===== src/rtl/extmem_pkg.sv =====
package extmem_pkg;

   localparam int WORD_W = 16;

   typedef enum logic [1:0] {
      ACC_NONE = 2'd0,
      ACC_ROM  = 2'd1,
      ACC_DATA = 2'd2,
      ACC_CELL = 2'd3
   } acc_kind_e;

   typedef struct packed {
      logic [WORD_W-1:0] mode;
      logic [WORD_W-1:0] addr;
   } slot_t;

   // step magnitude for the 3-bit step field: 0,1,2,4,8,16,32,128
   function automatic logic [WORD_W-1:0] step_size(input logic [2:0] code);
      logic [WORD_W-1:0] s;
      if (code == 3'd0)
         s = '0;
      else if (code == 3'd7)
         s = WORD_W'(128);
      else
         s = WORD_W'(1) << (code - 3'd1);
      return s;
   endfunction

endpackage


===== src/rtl/extmem_decode.sv =====
module extmem_decode
   import extmem_pkg::*;
#(
   parameter int ROM_HI_W     = 4,
   parameter bit OVERWRITE_EN = 1'b1,
   localparam int NIB_N       = WORD_W / 4,
   localparam int EXT_W       = WORD_W + ROM_HI_W
) (
   input  slot_t             slot,
   input  logic              is_wr,
   input  logic [WORD_W-1:0] wdata,
   output acc_kind_e         kind,
   output logic [WORD_W-1:0] next_addr,
   output logic [EXT_W-1:0]  ext_addr,
   output logic [NIB_N-1:0]  nib_en
);

   logic          tgt_data;
   logic          dir_neg;
   logic [WORD_W-1:0] stride;

   assign tgt_data = (slot.mode[9:0] == 10'h018);
   assign dir_neg  = slot.mode[15];
   assign stride   = step_size(slot.mode[13:11]);

   always_comb begin
      kind = ACC_NONE;
      if (!is_wr && slot.mode[15:4] == 12'h080)
         kind = ACC_ROM;
      else if (tgt_data && !slot.mode[14])
         kind = ACC_DATA;
      else if (is_wr && tgt_data && slot.mode[15:11] == 5'b01000)
         kind = ACC_CELL;
   end

   always_comb begin
      unique case (kind)
         ACC_ROM:  next_addr = slot.addr + WORD_W'(1);
         ACC_CELL: next_addr = slot.addr + (slot.addr[0] ? WORD_W'(31) : WORD_W'(1));
         ACC_DATA: next_addr = dir_neg ? (slot.addr - stride) : (slot.addr + stride);
         default:  next_addr = slot.addr;
      endcase
   end

   always_comb begin
      if (kind == ACC_ROM)
         ext_addr = {slot.mode[ROM_HI_W-1:0], slot.addr};
      else
         ext_addr = {{ROM_HI_W{1'b0}}, slot.addr};
   end

   generate
      if (OVERWRITE_EN) begin : g_ovw
         for (genvar n = 0; n < NIB_N; n++) begin : g_nib
            always_comb begin
               if (!is_wr)
                  nib_en[n] = 1'b0;
               else if (slot.mode[10])
                  nib_en[n] = |wdata[4*n +: 4];
               else
                  nib_en[n] = 1'b1;
            end
         end
      end else begin : g_full
         assign nib_en = is_wr ? {NIB_N{1'b1}} : {NIB_N{1'b0}};
      end
   endgenerate

endmodule


===== src/rtl/extmem_ctl.sv =====
module extmem_ctl
   import extmem_pkg::*;
(
   input  logic              clk,
   input  logic              rst_n,
   input  logic              ctl_wr,
   input  logic              ctl_rd,
   input  logic              port_hit,
   input  logic              reload,
   input  slot_t             reload_slot,
   input  logic [WORD_W-1:0] wdata,
   output slot_t             view,
   output logic              armed,
   output logic              await_mode,
   output logic [WORD_W-1:0] rdata
);

   always_ff @(posedge clk) begin
      if (!rst_n) begin
         view       <= '0;
         armed      <= 1'b0;
         await_mode <= 1'b0;
      end else if (ctl_wr) begin
         if (!await_mode) begin
            view.addr  <= wdata;
            await_mode <= 1'b1;
         end else begin
            view.mode  <= wdata;
            await_mode <= 1'b0;
            armed      <= 1'b1;
         end
      end else if (ctl_rd) begin
         if (await_mode) begin
            await_mode <= 1'b0;
            armed      <= 1'b1;
         end else begin
            await_mode <= 1'b1;
         end
      end else if (port_hit) begin
         await_mode <= 1'b0;
         armed      <= 1'b0;
         if (reload)
            view <= reload_slot;
      end
   end

   assign rdata = await_mode ? {view.addr[WORD_W-5:0], view.addr[WORD_W-1:WORD_W-4]}
                             : view.addr;

endmodule


===== src/rtl/extmem_slot.sv =====
module extmem_slot
   import extmem_pkg::*;
(
   input  logic              clk,
   input  logic              rst_n,
   input  logic              prog_rd,
   input  logic              prog_wr,
   input  slot_t             prog_val,
   input  logic              adv_rd,
   input  logic              adv_wr,
   input  logic [WORD_W-1:0] adv_addr,
   input  logic              plain_we,
   input  logic [WORD_W-1:0] wdata,
   output slot_t             rd_slot,
   output slot_t             wr_slot,
   output logic              rd_ok,
   output logic              wr_ok,
   output logic [WORD_W-1:0] plain
);

   always_ff @(posedge clk) begin
      if (!rst_n) begin
         rd_slot <= '0;
         rd_ok   <= 1'b0;
      end else if (prog_rd) begin
         rd_slot <= prog_val;
         rd_ok   <= 1'b1;
      end else if (adv_rd) begin
         rd_slot.addr <= adv_addr;
      end
   end

   always_ff @(posedge clk) begin
      if (!rst_n) begin
         wr_slot <= '0;
         wr_ok   <= 1'b0;
      end else if (prog_wr) begin
         wr_slot <= prog_val;
         wr_ok   <= 1'b1;
      end else if (adv_wr) begin
         wr_slot.addr <= adv_addr;
      end
   end

   always_ff @(posedge clk) begin
      if (!rst_n)
         plain <= '0;
      else if (plain_we)
         plain <= wdata;
   end

endmodule


===== src/rtl/extmem_port_ctl.sv =====
module extmem_port_ctl
   import extmem_pkg::*;
#(
   parameter int           N_PORTS      = 5,
   parameter int           PORT_W       = $clog2(N_PORTS),
   parameter int           ROM_HI_W     = 4,
   parameter bit           OVERWRITE_EN = 1'b1,
   parameter logic [N_PORTS-1:0] ALWAYS_MASK = 5'b10000,
   localparam int          NIB_N        = WORD_W / 4,
   localparam int          EXT_W        = WORD_W + ROM_HI_W
) (
   input  logic              clk,
   input  logic              rst_n,
   input  logic              cp_rd,
   input  logic              cp_wr,
   input  logic              cp_ctl,
   input  logic [PORT_W-1:0] cp_port,
   input  logic [WORD_W-1:0] cp_wdata,
   output logic [WORD_W-1:0] cp_rdata,
   input  logic [1:0]        bank_en,
   output logic              mem_req,
   output logic              mem_we,
   output logic              mem_rom,
   output logic [EXT_W-1:0]  mem_addr,
   output logic [WORD_W-1:0] mem_wdata,
   output logic [NIB_N-1:0]  mem_nib_en,
   input  logic [WORD_W-1:0] mem_rdata
);

   if (N_PORTS < 1 || N_PORTS > (1 << PORT_W)) begin : g_bad_ports
      $error("extmem_port_ctl: N_PORTS does not fit PORT_W");
   end
   if (ROM_HI_W < 1 || ROM_HI_W > 4) begin : g_bad_rom
      $error("extmem_port_ctl: ROM_HI_W must be 1..4");
   end

   // ---- access decode ----
   logic is_wr, port_acc, ctl_wr, ctl_rd;
   assign is_wr    = cp_wr;
   assign port_acc = (cp_rd | cp_wr) & ~cp_ctl & (32'(cp_port) < N_PORTS);
   assign ctl_wr   = cp_wr & cp_ctl;
   assign ctl_rd   = cp_rd & ~cp_wr & cp_ctl;

   // ---- control register ----
   slot_t             view;
   logic              armed, await_mode;
   logic [WORD_W-1:0] ctl_rdata;
   logic              use_mem;
   slot_t             reload_val;

   extmem_ctl u_ctl (
      .clk         (clk),
      .rst_n       (rst_n),
      .ctl_wr      (ctl_wr),
      .ctl_rd      (ctl_rd),
      .port_hit    (port_acc),
      .reload      (use_mem),
      .reload_slot (reload_val),
      .wdata       (cp_wdata),
      .view        (view),
      .armed       (armed),
      .await_mode  (await_mode),
      .rdata       (ctl_rdata)
   );

   // ---- per-port slots ----
   slot_t             rd_slot [N_PORTS];
   slot_t             wr_slot [N_PORTS];
   logic [N_PORTS-1:0] rd_ok, wr_ok, hit;
   logic [WORD_W-1:0] plain [N_PORTS];
   logic              programming, plain_acc;
   logic [WORD_W-1:0] next_addr;

   assign programming = port_acc & armed;

   generate
      for (genvar p = 0; p < N_PORTS; p++) begin : g_port
         assign hit[p] = port_acc & (cp_port == PORT_W'(p));
         extmem_slot u_slot (
            .clk      (clk),
            .rst_n    (rst_n),
            .prog_rd  (hit[p] & programming & ~is_wr),
            .prog_wr  (hit[p] & programming & is_wr),
            .prog_val (view),
            .adv_rd   (hit[p] & use_mem & ~is_wr),
            .adv_wr   (hit[p] & use_mem & is_wr),
            .adv_addr (next_addr),
            .plain_we (hit[p] & plain_acc & is_wr),
            .wdata    (cp_wdata),
            .rd_slot  (rd_slot[p]),
            .wr_slot  (wr_slot[p]),
            .rd_ok    (rd_ok[p]),
            .wr_ok    (wr_ok[p]),
            .plain    (plain[p])
         );
      end
   endgenerate

   // ---- selected port ----
   slot_t             cur_slot;
   logic              cur_ok, gate_ok;
   logic [WORD_W-1:0] cur_plain;

   always_comb begin
      cur_slot  = '0;
      cur_ok    = 1'b0;
      gate_ok   = 1'b0;
      cur_plain = '0;
      for (int i = 0; i < N_PORTS; i++) begin
         if (hit[i]) begin
            cur_slot  = is_wr ? wr_slot[i] : rd_slot[i];
            cur_ok    = is_wr ? wr_ok[i] : rd_ok[i];
            gate_ok   = ALWAYS_MASK[i] | (|bank_en);
            cur_plain = plain[i];
         end
      end
   end

   // ---- address/mode decode ----
   acc_kind_e        kind;
   logic [EXT_W-1:0] ext_addr;
   logic [NIB_N-1:0] nib_en;

   extmem_decode #(
      .ROM_HI_W     (ROM_HI_W),
      .OVERWRITE_EN (OVERWRITE_EN)
   ) u_dec (
      .slot      (cur_slot),
      .is_wr     (is_wr),
      .wdata     (cp_wdata),
      .kind      (kind),
      .next_addr (next_addr),
      .ext_addr  (ext_addr),
      .nib_en    (nib_en)
   );

   assign use_mem    = port_acc & ~armed & gate_ok & cur_ok & (kind != ACC_NONE);
   assign plain_acc  = port_acc & ~armed & ~use_mem;
   assign reload_val = '{mode: cur_slot.mode, addr: next_addr};

   // ---- external memory request ----
   assign mem_req    = use_mem;
   assign mem_we     = use_mem & is_wr;
   assign mem_rom    = use_mem & (kind == ACC_ROM);
   assign mem_addr   = use_mem ? ext_addr : '0;
   assign mem_wdata  = (use_mem & is_wr) ? cp_wdata : '0;
   assign mem_nib_en = use_mem ? nib_en : '0;

   // ---- read return ----
   always_comb begin
      if (ctl_rd)
         cp_rdata = ctl_rdata;
      else if (port_acc & ~is_wr & use_mem)
         cp_rdata = mem_rdata;
      else if (port_acc & ~is_wr)
         cp_rdata = cur_plain;
      else
         cp_rdata = '0;
   end

endmodule


===== config.mk =====
export PLATFORM = sky130hd
export DESIGN_NAME = extmem_port_ctl
export DESIGN_NICKNAME = d
export VERILOG_FILES = /design/src/rtl/extmem_pkg.sv /design/src/rtl/extmem_decode.sv /design/src/rtl/extmem_ctl.sv /design/src/rtl/extmem_slot.sv /design/src/rtl/extmem_port_ctl.sv
export SDC_FILE = /design/constraint.sdc
export NUM_CORES = 1
export LEC_CHECK = 0
export ABC_AREA = 1
export BUFFER_PORTS_ARGS = -buffer_cell sky130_fd_sc_hd__buf_2
export CAP_MARGIN = 25
export CORE_ASPECT_RATIO = 0.9
export CORE_MARGIN = 2
export CORE_UTILIZATION = 35
export CTS_CLUSTER_DIAMETER = 30
export DETAILED_ROUTE_END_ITERATION = 7
export SLEW_MARGIN = 20
export SYNTH_ARGS = -nofsm -noshare
export SYNTH_HDL_FRONTEND = slang
export SYNTH_SLANG_ARGS = --single-unit
export TNS_END_PERCENT = 20

===== constraint.sdc =====
create_clock -name clk -period 3.5 [get_ports clk]
set_clock_uncertainty 0.15 [all_clocks]
set_input_delay 0 -clock clk [delete_from_list [all_inputs] [get_ports clk]]
set_output_delay 0 -clock clk [all_outputs]
set_load 0.05 [all_outputs]

==> flow_metrics.env <==
export IMPL_outcome="complete, but fails checks"
export IMPL_violations="negative setup slack"
export IMPL_ys_flop_type="dfxtp_1"
export IMPL_grt_total_usage_pct=27.5
export IMPL_wire_per_inst_um=20.0
export IMPL_power_per_cell_area_nw_per_um2=530
export IMPL_p_leak_nw=13.9
export IMPL_hold_viol_final=0
export IMPL_worst_slack_ns=-0.469
export IMPL_critPathLaunchType="register"
export IMPL_cts_buffers=109
export IMPL_root_buffer="clkbuf_16"
export IMPL_antenna_found_initial=1
export IMPL_worst_pin_slew_ns=1.03
export IMPL_ff2ff_setup_slack_ns=-0.47
export IMPL_cp_endpoint="g_port[2].u_slot.rd_slot[15]$_SDFFE_PN0P_"
export IMPL_grt_pass1_vias=23500
export IMPL_syn_nets=3572
export IMPL_die_w_um=274
export IMPL_ant_nets=0
export IMPL_routed_via_density=5.34
export IMPL_r2r_end="g_port[2].u_slot.rd_slot[15]$_SDFFE_PN0P_"
export IMPL_rows=89
export IMPL_synth_seq_area_share_pct=38.8
export IMPL_cts_max_path_buffers=3
export IMPL_min_period_ns=3.97
export IMPL_slew_viol_final=0
export IMPL_floorplan_initialDensity_pct=35.2
export IMPL_fin_nets=3892
export IMPL_synth_top_area_share_pct=38.8
export IMPL_vias=25600
export IMPL_overflow=0
export IMPL_rsz0062_at_grt="true"
export IMPL_num_antenna_cells=0
export IMPL_hold_path_class="primary input to register"
export IMPL_hold_ws_ns=0.0745
export IMPL_fin_crit_sh_pct=113
export IMPL_wl_um=95900
export IMPL_dpl_worst_slack_ns=-0.797
export IMPL_synth_edf_count=0
export IMPL_dr_pass1_iters=5
export IMPL_async_flop_share_pct=0
export IMPL_drcViolationCount=0
export IMPL_yosys_warnings=0
export IMPL_worstPathArrival_ns=4.42
export IMPL_reg2reg_depth=26
export IMPL_clkTransAtPathRegs_ns=0.04
export IMPL_synth_area_sq_um=22900
export IMPL_cts_sinks=444
export IMPL_crit_start="g_port[1].u_slot.wr_slot[28]$_SDFFE_PN0P_"
export IMPL_syn2layout_area_growth_pct=40.8
export IMPL_htree_levels=3
export IMPL_cap_viol_max_count=0
export IMPL_synth_area_leaders="dfxtp_1, nand2_1, o21ai_0"
export IMPL_synth_most_common_cell="nand2_1"
export IMPL_r2r_start="g_port[1].u_slot.wr_slot[28]$_SDFFE_PN0P_"
export IMPL_cp_max_fo=3
export IMPL_insertion_delay_ns=0.67
export IMPL_ir_worst_vdd_mv=0.516
export IMPL_grt_pass1_wl_um=143000
export IMPL_gp_congestion=1.00
export IMPL_die_area_sq_um=67600
export IMPL_avgSynthCellArea_sq_um=6.53
export IMPL_critPathKind="register to register"
export IMPL_synth_common_cells="nand2_1, o21ai_0, nor2_1"
export IMPL_slew_headroom_pct=31.1
export IMPL_finalSetupViolations=145
export IMPL_die_y_um=247
export IMPL_port_buffers=100
export IMPL_synthesis_instances=3512
export IMPL_drt_iter0_markers=3138
export IMPL_drive_above_1_share_pct=24.4
export IMPL_max_freq_mhz=252
export IMPL_core_sq_um=65100
export IMPL_cts_tree="done"
export IMPL_grt_max_degree=207
export IMPL_ys_ff_latch=444
export IMPL_end_kind="register"
export IMPL_ys_types=49
export IMPL_dpl_hpwl_um=64200
export IMPL_io_pins=101
export IMPL_synth_largest_area_cell="dfxtp_1"
export IMPL_required_ns=3.95
flip-flops by register name (all words and copies together), names as in the netlist:
signal	flops
g_port.u_slot.wr_ok	5
u_ctl.await_mode	1
g_port.u_slot.rd_slot	160
g_port.u_slot.rd_ok	5
u_ctl.view	32
g_port.u_slot.plain	80
u_ctl.armed	1
g_port.u_slot.wr_slot	160
placed cells by master, fill, tap and decap left out, drive strengths merged, types with 5 or more instances in the layout:
cell type,Yosys,final
nand2,775,775
o21ai,559,561
nor2,535,535
buf,84,452
dfxtp,444,444
a21oi,326,326
inv,265,271
clkbuf,182,140
nand3,112,112
o211ai,41,41
clkinv,3,32
nand4,22,22
bufinv,0,21
dlygate4sd3,0,21
o22ai,19,19
or2,19,19
nor3,18,18
ha,17,17
a31oi,17,17
o221ai,16,16
a221oi,16,16
a211oi,10,10
xor2,10,10
clkinvlp,0,9
xnor2,5,5
area by class of cell:
type                    instances  area [sq um]
multi-input cells            2536         13000
flip-flops and latches        444          8910
clock inverters                65           993
repair buffers                473          4250
inverters                     268          1020
clock buffers                 140          3060
well taps                     864          1080
fillers                      6327         32800
worst max-delay path, cell delays in order (launching register included):
cell and delay [ns]:
dfxtp_1 0.32, nand2_2 0.08, o21ai_4 0.07, nand2_1 0.09, nand2_2 0.06, inv_2 0.07, nand4_4 0.12, nor2_4 0.17
nand2_2 0.09, ha_4 0.16, a21boi_4 0.14, o21ai_2 0.08, nand2_1 0.09, xor2_1 0.15, o21ai_1 0.16, ha_1 0.30
a21oi_2 0.20, o21ai_2 0.10, nand2_1 0.07, nand4_1 0.17, a31o_2 0.27, nand4_1 0.15, buf_4 0.15, nand4_1 0.16
nand3_1 0.14, nand2_1 0.07, a21oi_1 0.12
per-stage QoR:
stage / total power [W] / TNS [ns] / utilization (%) / instance area (sq um) / cells
after global routing: 0.0176 / -74.60 / 49.6 / 32300 / 4790
after CTS: 0.0171 / -44.20 / 48.2 / 31400 / 4782
after detailed placement: 0.00608 / -90.19 / 40.6 / 26500 / 4537
after floorplan: 0.00571 / -0.620 / - / 23100 / 3512
after global placement: 0.00608 / -81.28 / 40.6 / 26500 / 4537
final: 0.0171 / -36.71 / 49.6 / 32300 / 4790
how the worst min path moves through the flow:
stage	to	cells past startpoint	start	slack [ns]
floorplan	g_port[2].u_slot.plain[15]$_SDFFE_PN0P_	2	cp_wdata[15]	0.03
global route	g_port[0].u_slot.plain[3]$_SDFFE_PN0P_	4	cp_wdata[3]	0.12
detailed placement	g_port[0].u_slot.plain[3]$_SDFFE_PN0P_	3	cp_wdata[3]	0.22
global placement	g_port[2].u_slot.plain[7]$_SDFFE_PN0P_	3	cp_wdata[7]	0.21
CTS	g_port[2].u_slot.rd_slot[15]$_SDFFE_PN0P_	9	cp_port[1]	0.04
finish	g_port[2].u_slot.rd_slot[15]$_SDFFE_PN0P_	9	cp_port[1]	0.07
kinds of logic (layout without fill, tap and decap cells):
logic type	Yosys count	count (layout)	share of synthesized area, %
XOR/XNOR	15	15	0.573
AND/OR/NAND/NOR	1487	1487	26.5
flip-flops	444	444	38.8
adder cells (fa/ha/maj)	18	18	1.01
buffers and inverters	534	946	9.54
AO/OA/AOI/OAI	1014	1016	23.6
power breakdown:
| part | switching, W | leakage [nW] | internal [W] |
|---|---|---|---|
| logic | 0.000635 | 8.29 | 0.000292 |
| clock network | 0.00333 | 1.98 | 0.00770 |
| registers | 0.0000677 | 3.59 | 0.00511 |
per-layer routing:
layer | part of all wire [%] | routed length, um | GRT usage, % | up-vias
met4 | 3.4 | 3280 | 9.85 | 0
met2 | 43 | 41700 | 42.7 | 1244
met5 | 0 | 0 | 0 | -
li1 | - | - | - | 12200
met1 | 43 | 41700 | 38.1 | 12000
met3 | 9.7 | 9310 | 4.55 | 194
repair_timing:
item | CTS | global route
gates resized for setup | 176 | 227
gates cloned | 2 | 1
pin swaps | 55 | 101
buffers inserted | 17 | 11
endpoints found under the setup margin | 210 | 224
hold buffers | 21 | 0
hold endpoints to repair | 210 | 0
Note: power is estimated with default switching activity, not from simulation.
